`src/rtl/gcs_pkg.sv`:
```
package gcs_pkg;
  localparam int CMD_W      = 32;
  localparam int QIE_BIT    = 26;
  localparam int SETPTR_BIT = 24;
  localparam logic [CMD_W-1:0] ONESHOT_MASK = CMD_W'(1) << SETPTR_BIT;
endpackage

```
`src/rtl/gcs_qi_ctrl.sv`:
```
module gcs_qi_ctrl #(
  parameter int HEAD_W = 16
) (
  input  logic              clk,
  input  logic              rst_n,
  input  logic              wr_en,
  input  logic              cap_qi,
  input  logic              qie_changed,
  input  logic              qie_new,
  input  logic              head_upd_en,
  input  logic [HEAD_W-1:0] head_upd_val,
  output logic              qie_sts,
  output logic [HEAD_W-1:0] head
);
  logic act;
  assign act = wr_en & cap_qi & qie_changed;

  always_ff @(posedge clk) begin
    if (!rst_n) begin
      qie_sts <= 1'b0;
      head    <= '0;
    end else begin
      if (act) qie_sts <= qie_new;
      if (act && !qie_new) head <= '0;
      else if (head_upd_en) head <= head_upd_val;
    end
  end

  assert_head_clear_R3: assert property (@(posedge clk) disable iff (!rst_n)
    (wr_en && cap_qi && qie_sts && !qie_new) |=> (head == '0) && !qie_sts);
  assert_qie_hold_R4: assert property (@(posedge clk) disable iff (!rst_n)
    !(wr_en && cap_qi) |=> $stable(qie_sts));
  assert_head_hold_R5: assert property (@(posedge clk) disable iff (!rst_n)
    (!head_upd_en && !(wr_en && cap_qi && qie_sts && !qie_new)) |=> $stable(head));
endmodule

```
`src/rtl/gcs_ptr_latch.sv`:
```
module gcs_ptr_latch #(
  parameter int ADDR_W = 48
) (
  input  logic              clk,
  input  logic              rst_n,
  input  logic              wr_en,
  input  logic              setptr,
  input  logic              cap_ir,
  input  logic              raw_wr_en,
  input  logic [ADDR_W-1:0] raw_wr_data,
  output logic [ADDR_W-1:0] raw,
  output logic [ADDR_W-1:0] active,
  output logic              tps
);
  logic fire;
  assign fire = wr_en & cap_ir & setptr;

  always_ff @(posedge clk) begin
    if (!rst_n) begin
      raw    <= '0;
      active <= '0;
      tps    <= 1'b0;
    end else begin
      if (raw_wr_en) raw <= raw_wr_data;
      if (fire) begin
        active <= raw;
        tps    <= 1'b1;
      end
    end
  end

  assert_latch_R6: assert property (@(posedge clk) disable iff (!rst_n)
    (wr_en && cap_ir && setptr) |=> tps && (active == $past(raw)));
  assert_active_hold_R7: assert property (@(posedge clk) disable iff (!rst_n)
    !(wr_en && cap_ir && setptr) |=> $stable(active));
  assert_tps_sticky_R6: assert property (@(posedge clk) disable iff (!rst_n)
    tps |=> tps);
endmodule

```
`src/rtl/gcs_cmd_status.sv`:
```
module gcs_cmd_status #(
  parameter int HEAD_W = 16,
  parameter int ADDR_W = 48
) (
  input  logic                       clk,
  input  logic                       rst_n,
  input  logic                       cmd_wr_en,
  input  logic [gcs_pkg::CMD_W-1:0]  cmd_wr_data,
  input  logic                       cap_qinval,
  input  logic                       cap_irmap,
  input  logic                       tbl_wr_en,
  input  logic [ADDR_W-1:0]          tbl_wr_data,
  input  logic                       head_upd_en,
  input  logic [HEAD_W-1:0]          head_upd_val,
  output logic [gcs_pkg::CMD_W-1:0]  cmd_rd,
  output logic [gcs_pkg::CMD_W-1:0]  status,
  output logic [HEAD_W-1:0]          queue_head,
  output logic [ADDR_W-1:0]          tbl_addr_raw,
  output logic [ADDR_W-1:0]          tbl_addr_active
);
  import gcs_pkg::*;

  logic [CMD_W-1:0] changed;
  logic             qie_sts;
  logic             tps;

  assign changed = status ^ cmd_wr_data;

  always_comb begin
    status             = '0;
    status[QIE_BIT]    = qie_sts;
    status[SETPTR_BIT] = tps;
  end

  always_ff @(posedge clk) begin
    if (!rst_n) cmd_rd <= '0;
    else if (cmd_wr_en) cmd_rd <= cmd_wr_data & ~ONESHOT_MASK;
  end

  gcs_qi_ctrl #(.HEAD_W(HEAD_W)) u_qi (
    .clk(clk), .rst_n(rst_n), .wr_en(cmd_wr_en), .cap_qi(cap_qinval),
    .qie_changed(changed[QIE_BIT]), .qie_new(cmd_wr_data[QIE_BIT]),
    .head_upd_en(head_upd_en), .head_upd_val(head_upd_val),
    .qie_sts(qie_sts), .head(queue_head)
  );

  gcs_ptr_latch #(.ADDR_W(ADDR_W)) u_ptr (
    .clk(clk), .rst_n(rst_n), .wr_en(cmd_wr_en),
    .setptr(cmd_wr_data[SETPTR_BIT]), .cap_ir(cap_irmap),
    .raw_wr_en(tbl_wr_en), .raw_wr_data(tbl_wr_data),
    .raw(tbl_addr_raw), .active(tbl_addr_active), .tps(tps)
  );

  assert_cmd_oneshot_R9: assert property (@(posedge clk) disable iff (!rst_n)
    cmd_wr_en |=> !cmd_rd[SETPTR_BIT] && (cmd_rd[QIE_BIT] == $past(cmd_wr_data[QIE_BIT])));
endmodule

```
`config.mk`:
```
export PLATFORM = sky130hd
export DESIGN_NAME = gcs_cmd_status
export DESIGN_NICKNAME = d
export VERILOG_FILES = /design/src/rtl/gcs_pkg.sv /design/src/rtl/gcs_qi_ctrl.sv /design/src/rtl/gcs_ptr_latch.sv /design/src/rtl/gcs_cmd_status.sv
export SDC_FILE = /design/constraint.sdc
export NUM_CORES = 1
export LEC_CHECK = 0
export BUFFER_PORTS_ARGS = -buffer_cell sky130_fd_sc_hd__buf_2
export CORE_MARGIN = 5
export CORE_UTILIZATION = 50
export CTS_BUF_LIST = sky130_fd_sc_hd__clkbuf_4 sky130_fd_sc_hd__clkbuf_8
export DETAILED_ROUTE_END_ITERATION = 10
export GPL_TIMING_DRIVEN = 0
export PLACE_DENSITY = 0.85
export SLEW_MARGIN = 20
export SYNTH_ARGS = -nofsm -noshare
export SYNTH_HDL_FRONTEND = slang
export SYNTH_SLANG_ARGS = --single-unit
```
`constraint.sdc`:
```
create_clock -name clk -period 2.76 [get_ports clk]
set_clock_uncertainty 0.2 [all_clocks]
set_input_delay 0.276 -clock clk [delete_from_list [all_inputs] [get_ports clk]]
set_output_delay 0.276 -clock clk [all_outputs]
set_load 0.05 [all_outputs]
```
# Word-level counts from Yosys, hierarchy flattened
# Index checks and enable logic that the tools add are counted.
# word_totals
ram_bits	0
latchBits	0
output_inout_bits	176
elab_cells	15
register_bits	145
rom_bits	0
mem_count	0
# classes
eq_ne	0
bitwise	6
n_reduce_logical	3
order_cmp	0
shift	0
n_div	0
multipliers	0
add_sub_neg	0
n_mux	0
# ops
op	count
$xor 27x27->27	1
$and 1x1->1	4
$reduce_or 2->1	1
$logic_and 1x1->1	1
$logic_not 1->1	1
$not 1->1	1

# Depth between registers and ports, before layout
# Gate-level depths: netlist (run 1).
# depth
word_depth	4
mapped_depth	6
ltp_nobuf	2

# By module
# From an unflattened synthesis (run 1), not the netlist that was laid out.
# hier_totals
cells_unflattened	559
area_unflattened_um2	5978.2
# by_module_without_submodules
mod	seq_area_each_um2	cells_each	area_per_inst_um2	n_inst
gcs_ptr_latch	1941.9	367	3758.6	1
gcs_cmd_status	620.6	135	1467.7	1
gcs_qi_ctrl	340.3	57	752.0	1

# Worst setup path after synthesis (run 1)
# OpenSTA, ideal clock, no wires.
# synth_path
path_kind	input-to-reg
from	input cmd_wr_en
to	register u_ptr.tps
arrival_time_ns	1.084
path_stages	6
slack_ns	1.361
path_buffers	4
cell_sequence	buf_6 > and3_1 > buf_6 > buf_6 > buf_6 > o21a_1
# synth_via
elab_chain_cells	2
# synth_lines
element	line	rtl
start, declared	gcs_cmd_status.sv:7	input logic cmd_wr_en,
$and 1x1->1 (2 in series)	gcs_ptr_latch.sv:16	assign fire = wr_en & cap_ir & setptr;
end signal, assigned	gcs_ptr_latch.sv:22	tps <= 1'b0;
end signal, assigned	gcs_ptr_latch.sv:27	tps <= 1'b1;
end, declared	gcs_ptr_latch.sv:13	output logic tps
# No other way between the ends.
# A chain may end at the register's enable or synchronous reset.

# Final worst setup path (run 1)
# layout_path
from	input cap_qinval
to	register u_qi.head[10]
# layout_via
elab_chain_cells	4
# layout_lines
element	line	rtl
start, declared	gcs_cmd_status.sv:9	input logic cap_qinval,
$and 1x1->1 (2 in series)	gcs_qi_ctrl.sv:16	assign act = wr_en & cap_qi & qie_changed;
$logic_and 1x1->1	gcs_qi_ctrl.sv:24	if (act && !qie_new) head <= '0;
$reduce_or 2->1 (no line)	-	
end signal, assigned	gcs_qi_ctrl.sv:25	else if (head_upd_en) head <= head_upd_val;
end, declared	gcs_qi_ctrl.sv:13	output logic [HEAD_W-1:0] head
# No other way between the ends.

==> key figures, run 1 <==
Setup path
  • Critical Path RT: 2880 ps
  • RR Startpoint: u_qi.qie_sts$_SDFFE_PN0P_
  • Crit path capture type: flop
  • CP Data Arrival Time: 1760 ps
  • Crit path from: cap_qinval
  • Buffer and inverter count on the worst path: 4
  • Max stage delay on crit path: 540 ps
  • R2R cell count: 4
  • Most frequent CP cell: buf_2
  • R2R Path End: u_qi.head[10]$_SDFFE_PP0P_
  • Worst reg-to-reg setup slack: 1300 ps
  • Startpoint Class: input pin
  • Delay-heaviest family, CP: buffers and inverters
  • CP Max Fanout: 10
  • Critical Path, Cell by Cell: dlygate4sd3_1 -> buf_2 -> and4b_1 -> buf_2 -> buf_2 -> nor3b_1
  • Slowest CP cell: dlygate4sd3_1
  • Kind of critical path: input pin to flop

GRT
  • Largest net degree at the start of global routing: 17
  • Initial antenna violation count: 1
  • GRT Util Overall: 26.3%
  • Global-route wire length before repair: 29,700 um
  • Grt total ovfl: 0
  • Vias in the first global route: 5,712

Min path
  • WHS Endpoint: u_qi.head[0]$_SDFFE_PP0P_
  • Worst hold path type: input pin to flop
  • Hold depth: 2
  • Hold Crit Start: rst_n

Timing
  • Min Clock Period, post-route: 1630 ps
  • Final Slew Violations: 0
  • Final-report hold violation count: 0
  • Setup_tns: 0 ps
  • Final period util: 59.1%
  • Worst slew pin tran: 560 ps
  • RSZ-0062 raised after global routing: no
  • Relative slew slack: 62.7%
  • Final setup violation count: 0
  • Peak Freq: 0.613 GHz

Layout
  • Nets: 1,054
  • Syn-to-layout area delta: 51.5%
  • Share of layout cells above drive strength 1: 34.1%
  • Final design utilization: 77.3%

Clock network
  • TritonCTS Buffers: 17
  • Post_cts resized: 0
  • Clock root buffer: clkbuf_8
  • Reg clk slew, reported paths: 80 ps
  • Clock Latency Late Sink: 430 ps
  • Bufs on Longest Clock Path: 2
  • Post-CTS setup buffer count: 0
  • H-tree depth reported by CTS: 4
  • CTS tree: yes
  • Clock Sinks: 145

Logic synthesis
  • Multiplexer share of the synthesized area: 24.6%
  • Post-synthesis instance total: 560
  • Mapped Avg Cell Area: 10.4 sq um
  • Compound-Gate Fraction of Synth Area: 0.386%
  • Flops & latches, synth: 145
  • Ys Warns: 0
  • Synth Area in XOR/XNOR: 0%
  • Synth top area cells: dfxtp_1 50%, mux2i_1 25%, nor2b_1 8.5%
  • Post-synthesis cell type count: 14
  • Synth top area share: 49.8%
  • Largest family of logic cells by synthesized area: multiplexers
  • Simple-Gate Fraction of Synth Area: 17.1%
  • Synth Cell Area: 5830 sq um
  • Largest area contributor in the netlist: dfxtp_1
  • Adder-Cell Fraction of Synth Area: 0%
  • Sequential share of the synthesized area: 49.8%

Power and ir drop
  • Maximum vdd ir drop: 538 uV
  • Total power: 5390 uW
  • PwrDens: 610 nW/um^2
  • Leakage power: 0.00435 uW

Drt
  • Drt drc: 0
  • 1st-iter DRT viols: 258
  • Pre-antenna DRT Iters: 4
  • Via-per-instance ratio: 4.82
  • Final wirelength: 18,600 um
  • Avg WL per Cell: 16.8 um
  • Antenna viol nets, final: 0
  • Vias: 5,337

Floorplan
  • Number of I/O pins: 279
  • Die Area: 13,900 sq um
  • Rows: 39
  • Starting density of the core: 51.0%
  • Die width: 118 um
  • Die H: 118 um
  • Core area: 11,400 sq um

Place
  • PortBufs: 243
  • RePlAce Congestion: 0.851
  • Post-DP HPWL: 11,500 um

Status
  • Status: finished, final reports clean

Run
  • Max cap viols: 0
[metal layers]
metal	vias to the layer above	part of all wire, %	GRT usage, %
li1	2553	-	-
met1	2482	37	27.6
met2	247	52	47.2
met3	55	6.8	7.64
met4	0	4.3	14.1
met5	-	0	0
[report_power, final]
group / switching (uW) / internal, uW
registers: 60.0 / 2190
logic: 695 / 379
clock network: 793 / 1270
[how the worst max path moves through the flow]
stage	end	slack, ps	cells past startpoint
finish	u_qi.head[10]$_SDFFE_PP0P_	1130	6
global route	u_qi.head[10]$_SDFFE_PP0P_	1070	6
CTS	status[24]	1130	2
detailed placement	u_ptr.active[30]$_SDFFE_PN0P_	1190	6
global placement	u_ptr.active[33]$_SDFFE_PN0P_	1230	6
floorplan	u_ptr.tps$_SDFFE_PN0P_	1360	6
[layout by cell type, fill, tap and decap left out, drive strengths merged]
master,netlist,routed
dfxtp,145,145
clkbuf,20,42
and3,2,2
nand2,96,96
mux2i,143,143
and4b,1,1
nor3b,16,16
buf,54,297
diode,0,1
clkinvlp,0,1
dlygate4sd3,0,99
bufinv,0,6
nor2b,79,79
a21boi,1,1
o21a,2,2
clkinv,0,2
conb,1,31
[registers in the layout (all words and copies together), names as in the netlist]
name / cells
cmd_rd: 31
u_ptr.active: 48
u_ptr.raw: 48
u_ptr.tps: 1
u_qi.head: 16
u_qi.qie_sts: 1
[stage by stage]
step	hold WS [ps]	instances	worst slack [ps]	area, sq um
2_1_floorplan	242	590	1360	5940
3_3_place_gp	239	976	1230	7340
3_5_place_dp	244	976	1190	7340
4_1_cts	14.6	1106	1130	8820
5_1_grt	11.8	1107	1070	8830
6_report	30.6	1107	1130	8830
[final cells by class]
class,instances,area [sq um]
antenna,1,2.50
buffer,74,470
clock buffer,22,297
clock inverter,9,201
fill,720,2590
multi-input combinational,371,2570
sequential,145,2900
tap,143,179
timing repair buffer,342,2210
[cell usage after synthesis]
| master | n |
|---|---|
| nand2_1 | 96 |
| dfxtp_1 | 145 |
| conb_1 | 1 |
| buf_2 | 10 |
| clkbuf_1 | 20 |
| buf_4 | 40 |
| nor2b_1 | 79 |
| nor3b_1 | 16 |
| mux2i_1 | 143 |
| a21boi_0 | 1 |
| and3_1 | 2 |
| and4b_1 | 1 |
| o21a_1 | 2 |
| buf_6 | 4 |
[what timing repair did]
item,in CTS,in global routing
hold endpoints to repair,96,0
endpoints found under the setup margin,0,0
hold buffers,99,0
[worst register-to-register path, delay by kind of cell (launching register included)]
kind          cells  cell delay [ps]
buf+inv           2              370
flops             1              320
simple gates      2              470
[logic make-up (layout without fill, tap and decap cells)]
family	count (synthesis)	after routing
mux	143	143
other cells	1	32
flops	145	145
buf+inv	74	447
simple gates	194	194
compound gates	3	3
No activity file was read; power rests on OpenSTA's default activity.
==> inputs of run 2 (changes only) <==
- CORE_UTILIZATION: 50 -> 43
- PLACE_DENSITY: 0.85 -> 0.78
- clock period: 2.76 -> 1.35 ns (I/O delays scaled with it)
==> run 2 against run 1 <==
  * The run now ends with negative setup slack left
  * Die area increased by 15%
  * Sequential power increased by 110%
  * Register-to-register slack got worse by 1300 ps
  * Hold slack gained 6.8 ps
  * Sequential cell count stayed put
  * Total power increased by 100%
  * Sequential share of layout area fell by 2.1 points
  * Critical path depth down 4
  * Critical path type is now flop to output port
  * Critical endpoint is now status[26]
  * Largest cell class is now non-clock buffers
  * Largest power group unchanged
  * Highest routed layer unchanged
==> key figures, run 2 (same netlist as run 1, synthesis figures left out) <==
Min path
  • WHS Endpoint: u_ptr.raw[6]$_SDFFE_PN0P_
  • Worst hold path type: input pin to flop
  • Hold depth: 4 (+2)
  • Hold Crit Start: tbl_wr_en

Timing
  • Min Clock Period, post-route: 1360 ps
  • Final setup violation count: 2 (+2)
  • RSZ-0062 raised after global routing: yes
  • Worst slew pin tran: 540 ps (-19.6 ps)
  • Final worst setup slack: -12.2 ps (-1140 ps)
  • Peak Freq: 0.734 GHz
  • Final period util: 101%
  • Relative slew slack: 64.0% (+1.3 points)
  • Final-report hold violation count: 0 (unchanged)
  • Final Slew Violations: 0 (unchanged)

Layout
  • Most frequent cells in the layout: 143 x mux2i_1, 135 x buf_6, 105 x buf_2, 102 x dfxtp_2, 101 x dlygate4sd3_1
  • Final design utilization: 74.8% (-2.5 points)
  • Nets: 1,053 (-0.095%)
  • Biggest regs: u_ptr.active (48), u_ptr.raw (48), cmd_rd (31)
  • N_diodes: 0 (-1)
  • Sequential cell area: 3050 sq um (+5.2%)
  • Syn-to-layout area delta: 70.1%
  • Footprint of the multi-input gates: 2580 sq um (+0.39%)
  • Post-Layout Cell Count: 1,139 (+2.9%)
  • Share of layout cells above drive strength 1: 45.3% (+11 points)
  • Commonest non-fill, non-tap cell in the layout: mux2i_1
  • Fill cell count: 823 (+14%)

Place
  • Cells after DPL: 1,009 (+3.4%)
  • Post-DP HPWL: 11,700 um (+1.5%)
  • RePlAce Congestion: 0.752 (-12%)
  • PortBufs: 243 (unchanged)

Floorplan
  • Core area: 13,200 sq um (+16%)
  • Die H: 126 um (+7.2%)
  • Rows: 42 (+7.7%)
  • Starting density of the core: 44.0% (-7.0 points)
  • Die width: 126 um (+7.2%)
  • Number of I/O pins: 279 (unchanged)
  • Die Area: 16,000 sq um (+15%)

Setup path
  • Critical Path, Cell by Cell: buf_6 -> buf_8
  • Delay-heaviest family, CP: flip-flops
  • CP Max Fanout: 3 (-7)
  • CP Data Arrival Time: 1030 ps (-730 ps)
  • Slowest CP cell: dfxtp_2
  • Kind of critical path: flop to output port
  • Startpoint Class: flop
  • Buffer and inverter count on the worst path: 2 (-2)
  • Worst reg-to-reg setup slack: 10 ps (-1290 ps)
  • R2R Path End: u_qi.head[0]$_SDFFE_PP0P_
  • Max stage delay on crit path: 330 ps (-210 ps)
  • R2R cell count: 3 (-1)
  • Critical Path RT: 1010 ps (-1870 ps)
  • Crit path capture type: output port
  • RR Startpoint: u_qi.qie_sts$_SDFFE_PN0P_

Clock network
  • H-tree depth reported by CTS: 4 (unchanged)
  • Reg clk slew, reported paths: 80 ps (about the same)
  • Clock Latency Late Sink: 450 ps (+20 ps)
  • Bufs on Longest Clock Path: 2 (unchanged)
  • Clock root buffer: clkbuf_8
  • CTS tree: yes
  • Post-CTS setup buffer count: 0 (unchanged)
  • TritonCTS Buffers: 17 (unchanged)
  • Clock Sinks: 145 (unchanged)

Power and ir drop
  • Maximum vdd ir drop: 1340 uV (+150%)
  • Leakage power: 0.00451 uW (+3.7%)
  • PwrDens: 1090 nW/um^2 (+79%)
  • Total power: 10,800 uW (+100%)

Drt
  • Via-per-instance ratio: 4.78 (-0.90%)
  • Drt drc: 0 (unchanged)
  • Pre-antenna DRT Iters: 4 (unchanged)
  • Antenna viol nets, final: 0 (unchanged)
  • Avg WL per Cell: 18.2 um (+8.0%)
  • Vias: 5,442 (+2.0%)
  • Final wirelength: 20,700 um (+11%)
  • 1st-iter DRT viols: 238 (-7.8%)

Status
  • Failing checks: negative setup slack
  • Status: complete, but fails checks

GRT
  • Initial antenna violation count: 0 (-1)
  • Vias in the first global route: 5,864 (+2.7%)
  • GRT Util Overall: 23.9% (-2.5 points)
  • Grt total ovfl: 0 (unchanged)
  • Largest net degree at the start of global routing: 17 (unchanged)
  • Global-route wire length before repair: 30,500 um (+2.5%)

Run
  • Max cap viols: 0 (unchanged)
-- run 2: cell types whose count changed in the layout (fill, tap and decap cells not counted), sizes merged --
cell	previous run	this run
dlygate4sd3	99	101
bufinv	6	3
diode	1	0
clkinvlp	1	2
clkinv	2	4
clkbuf	42	44
buf	297	293
-- run 2: routing by layer --
metal	global-route usage [%]	part of all wire, %	wire length, um	vias up
met3	7.48	6.6	1370	54
met4	11.2	4.0	826	0
met5	0	0	0	-
met2	43.8	54	11100	227
met1	24.5	36	7410	2606
li1	-	-	-	2555
-- run 2: tightest hold or removal path: stages --
cell	delay (ps)
clkbuf_1	100
buf_4	200
mux2i_1	160
nor2b_1	50
-- run 2: how the worst max path moves through the flow --
stage / startpoint / end / slack [ps] / cells past startpoint
2_1_floorplan: cmd_wr_en / u_ptr.tps$_SDFFE_PN0P_ / 90 / 6
3_3_place_gp: rst_n / u_ptr.active[0]$_SDFFE_PN0P_ / -60 / 4
3_5_place_dp: rst_n / u_ptr.active[47]$_SDFFE_PN0P_ / -90 / 4
4_1_cts: u_qi.qie_sts$_SDFFE_PN0P_ / status[26] / -40 / 2
5_1_grt: u_qi.head[1]$_SDFFE_PP0P_ / queue_head[1] / -70 / 1
6_report: u_qi.qie_sts$_SDFFE_PN0P_ / status[26] / -10 / 2
-- run 2: layout make-up --
class | count | area share [%]
Timing Repair Buffer | 344 | 32.0
Sequential cell | 145 | 30.8
Multi-Input combinational cell | 371 | 26.0
Buffer | 71 | 4.63
Clock buffer | 23 | 3.07
Tap cell | 176 | 2.22
Clock inverter | 9 | 1.30
-- run 2: stage by stage --
stage	hold WS, ps	setup slack, ps	area [sq um]	setup TNS (ps)
finish	37.3	-12.2	9910	-18.2
global route	30.7	-70.1	9910	-254
CTS	13.5	-41.4	9670	-41.4
detailed placement	199	-87.7	7380	-1690
global placement	190	-62.3	7380	-1180
floorplan	104	92.2	5940	0
-- run 2: repair_timing --
item / CTS / global route
pin swaps: 0 / 0
endpoints found under the hold margin: 97 / 0
resized for setup: 313 / 104
hold buffers: 101 / 0
endpoints found under the setup margin: 148 / 96
cloned: 0 / 0
-- run 2: power by group --
| group | internal [uW] | switching (uW) |
|---|---|---|
| Combinational | 1020 | 1440 |
| Clock | 2060 | 1650 |
| Sequential | 4500 | 181 |
| Total | 7580 | 3260 |
==> inputs of run 3 (changes only) <==
- ABC_AREA: not set -> 1
- GPL_TIMING_DRIVEN: 0 -> not set
- PLACE_DENSITY: 0.78 -> 0.79
==> run 3 against run 2 <==
  * The flow still finishes with violations (negative setup slack)
  * Final area fell by 3.1%
  * Hold slack gained 20 ps
  * Area after synthesis decreased by 2.9%
  * Sequential share of layout area rose by 1.2 points
  * Sequential cell count unchanged
  * Via count rose by 18%
  * Largest power group unchanged
  * Largest cell class unchanged
  * Non-clock buffer count decreased by 48
  * Routed wire length increased by 2.3%
  * Register-to-register slack better by 160 ps
  * Synthesized cell count grew 39%
==> key figures, run 3 <==
Clock network
  • H-tree depth reported by CTS: 4 (unchanged)
  • Clock Sinks: 145 (unchanged)
  • Reg clk slew, reported paths: 80 ps (about the same)
  • CTS tree: yes
  • Bufs on Longest Clock Path: 2 (unchanged)
  • TritonCTS Buffers: 17 (unchanged)
  • Clock Latency Late Sink: 450 ps (about the same)
  • Clock root buffer: clkbuf_8

Logic synthesis
  • Largest area contributor in the netlist: dfxtp_1
  • Ys Warns: 0 (unchanged)
  • Synth Cell Area: 5660 sq um (-2.9%)
  • Post-synthesis cell type count: 16 (+2)
  • Leading cell type by number of instances after synthesis: nor2_1
  • Synth top area share: 51.3% (+1.5 points)
  • Flops & latches, synth: 145 (unchanged)
  • Synth top area cells: dfxtp_1 51%, nor2_1 17%, nand2_1 7.6%
  • Mapped Avg Cell Area: 7.27 sq um (-30%)
  • Commonest cells in the netlist: 263 x nor2_1, 145 x dfxtp_1, 115 x nand2_1
  • Sequential share of the synthesized area: 51.3% (+1.5 points)
  • Post-synth EDFFs: 0 (unchanged)
  • Post-synthesis instance total: 778 (+39%)
  • Asr flop ratio synth: 0% (unchanged)
  • Primary FF master, synth: dfxtp_1

Layout
  • Share of layout cells above drive strength 1: 37.6% (-7.7 points)
  • Syn-to-layout area delta: 69.9%
  • Sequential cell area: 3080 sq um (+0.78%)
  • Biggest regs: u_ptr.active (48), u_ptr.raw (48), cmd_rd (31)
  • Finished Cell Area: 9610 sq um (-3.1%)
  • Most frequent cells in the layout: 263 x nor2_1, 125 x buf_6, 114 x nand2_1, 101 x buf_2
  • Nets: 1,220 (+16%)
  • Commonest non-fill, non-tap cell in the layout: nor2_1
  • Footprint of the multi-input gates: 2150 sq um (-16%)
  • Fill cell count: 810 (-1.6%)

Setup path
  • Crit path from: cmd_wr_en
  • R2R Path End: u_qi.head[1]$_SDFFE_PP0P_
  • End of the critical path: cmd_rd[6]$_SDFFE_PN0P_
  • Critical Path, Cell by Cell: dlygate4sd3_1 -> buf_2 -> buf_4 -> o21ai_0 -> nor2_1
  • Slowest CP cell: dlygate4sd3_1
  • CP Max Fanout: 7 (+4)
  • Max stage delay on crit path: 540 ps (+210 ps)
  • CP Data Arrival Time: 1480 ps (+450 ps)
  • Crit path capture type: flop
  • Startpoint Class: input pin
  • Critical Path RT: 1470 ps (+460 ps)
  • Worst reg-to-reg setup slack: 170 ps (+160 ps)
  • R2R cell count: 5 (+2)
  • Kind of critical path: input pin to flop
  • RR Startpoint: u_qi.qie_sts$_SDFFE_PN0P_

Timing
  • Final worst setup slack: -11.5 ps (+0.725 ps)
  • Final period util: 101% (about the same)
  • Hold WS: 57.7 ps (+20.4 ps)
  • Final-report hold violation count: 0 (unchanged)
  • Peak Freq: 0.735 GHz (about the same)
  • RSZ-0062 raised after global routing: yes
  • Min Clock Period, post-route: 1360 ps (-0.725 ps)
  • Final setup violation count: 1 (-1)
  • Final Slew Violations: 0 (unchanged)

Floorplan
  • Number of I/O pins: 279 (unchanged)
  • Starting density of the core: 43.2% (-0.78 points)
  • Die H: 125 um (-1.4%)
  • Rows: 42 (unchanged)
  • Die Area: 15,500 sq um (-2.7%)
  • Core area: 13,100 sq um (-1.2%)
  • Die width: 125 um (-1.4%)

GRT
  • Largest net degree at the start of global routing: 54 (+37)
  • Vias in the first global route: 6,210 (+5.9%)
  • Initial antenna violation count: 1 (+1)
  • Grt total ovfl: 0 (unchanged)
  • Global-route wire length before repair: 31,000 um (+1.8%)
  • GRT Util Overall: 24.5% (+0.64 points)

Drt
  • Via-per-instance ratio: 4.90 (+2.6%)
  • 1st-iter DRT viols: 382 (+61%)
  • Drt drc: 0 (unchanged)
  • Antenna viol nets, final: 0 (unchanged)
  • Final wirelength: 21,200 um (+2.3%)
  • Pre-antenna DRT Iters: 5 (+1)
  • Vias: 6,406 (+18%)
  • Avg WL per Cell: 16.2 um (-11%)

Status
  • Failing checks: negative setup slack
  • Status: complete, but fails checks

Power and ir drop
  • Switching power: 3680 uW (+13%)
  • Clk pwr share: 34.2% (about the same)
  • Seq pwr share: 41.1% (-2.1 points)
  • Switching part of the total: 31.5% (+1.4 points)
  • Maximum vdd ir drop: 750 uV (-44%)
  • PwrDens: 1220 nW/um^2 (+11%)
  • Comb pwr share: 24.7% (+2.0 points)
  • Internal Pwr Total: 8020 uW (+5.9%)
  • Leakage power: 0.00475 uW (+5.3%)

Place
  • RePlAce Congestion: 0.782 (+4.1%)
  • Area after DPL: 6960 sq um (-5.6%)
  • Worst slack, placed: 143 ps (+230 ps)
  • Post-DP HPWL: 10,600 um (-9.6%)
  • PortBufs: 247 (+1.6%)

Min path
  • Worst hold path type: input pin to flop

Run
  • Max cap viols: 0 (unchanged)
-- run 3: worst min-delay path by stage --
| stage | end | slack, ps | start | cells past startpoint |
|---|---|---|---|---|
| after floorplan | cmd_rd[0]$_SDFFE_PN0P_ | 70 | cmd_wr_data[0] | 2 |
| after global placement | u_ptr.raw[6]$_SDFFE_PN0P_ | 160 | tbl_wr_data[6] | 3 |
| after detailed placement | cmd_rd[6]$_SDFFE_PN0P_ | 160 | cmd_wr_data[6] | 3 |
| after CTS | u_ptr.tps$_SDFFE_PN0P_ | 40 | cmd_wr_data[24] | 4 |
| after global routing | u_ptr.tps$_SDFFE_PN0P_ | 60 | cmd_wr_data[24] | 4 |
| final | u_ptr.tps$_SDFFE_PN0P_ | 60 | cmd_wr_data[24] | 4 |
-- run 3: power by group through the flow --
stage          logic, uW  registers [uW]  clock network, uW
2_1_floorplan        794            5690                  0
3_3_place_gp        2190            4780                  0
3_5_place_dp        2210            4790                  0
4_1_cts             2690            4760               4050
5_1_grt             3050            4840               4260
6_report            2900            4810               4000
-- run 3: final cells by class --
cell class / count / area share (%)
Inverter: 69 / 2.70
Clock buffer: 23 / 3.03
Timing Repair Buffer: 367 / 35.6
Tap cell: 176 / 2.29
Clock inverter: 9 / 1.86
Antenna cell: 1 / 0.0260
Multi-Input combinational cell: 517 / 22.4
Sequential cell: 145 / 32.0
-- run 3: critical path: cells and delay by family --
family	cells	cell delay, ps
buffers and inverters	3	890
AND/OR/NAND/NOR	1	110
AO/OA/AOI/OAI	1	340
-- run 3: cell families (layout without fill, tap and decap cells) --
| logic type | after synthesis | in the layout | share of synthesized area (%) |
|---|---|---|---|
| buf+inv | 146 | 468 | 12.9 |
| flops | 145 | 145 | 51.3 |
| simple gates | 389 | 389 | 26.4 |
| other cells | 1 | 32 | 0.0663 |
| compound gates | 97 | 97 | 9.40 |
-- run 3: per-stage QoR --
| step | util [%] | total power [uW] | instances | setup TNS, ps |
|---|---|---|---|---|
| 2_1_floorplan | - | 6490 | 808 | 0 |
| 6_report | 73.4 | 11700 | 1307 | -11.5 |
| 3_5_place_dp | 53.2 | 7000 | 1170 | 0 |
| 5_1_grt | 73.4 | 12200 | 1307 | -292 |
| 3_3_place_gp | 53.2 | 6980 | 1170 | 0 |
| 4_1_cts | 70.1 | 11500 | 1302 | 0 |
-- run 3: routing by layer --
layer / share of wire [%] / up-vias / GRT usage (%) / wire (um)
li1: - / 2956 / - / -
met5: 0 / - / 0 / 0
met4: 7.1 / 0 / 16.4 / 1500
met2: 51 / 368 / 42.9 / 10900
met3: 8.1 / 124 / 8.83 / 1710
met1: 33 / 2958 / 24.2 / 7080
-- run 3: what timing repair did --
action	in CTS	in global routing
endpoints found under the setup margin	145	126
hold endpoints to repair	105	0
resized for setup	278	154
setup buffers	0	4
hold buffers	100	0
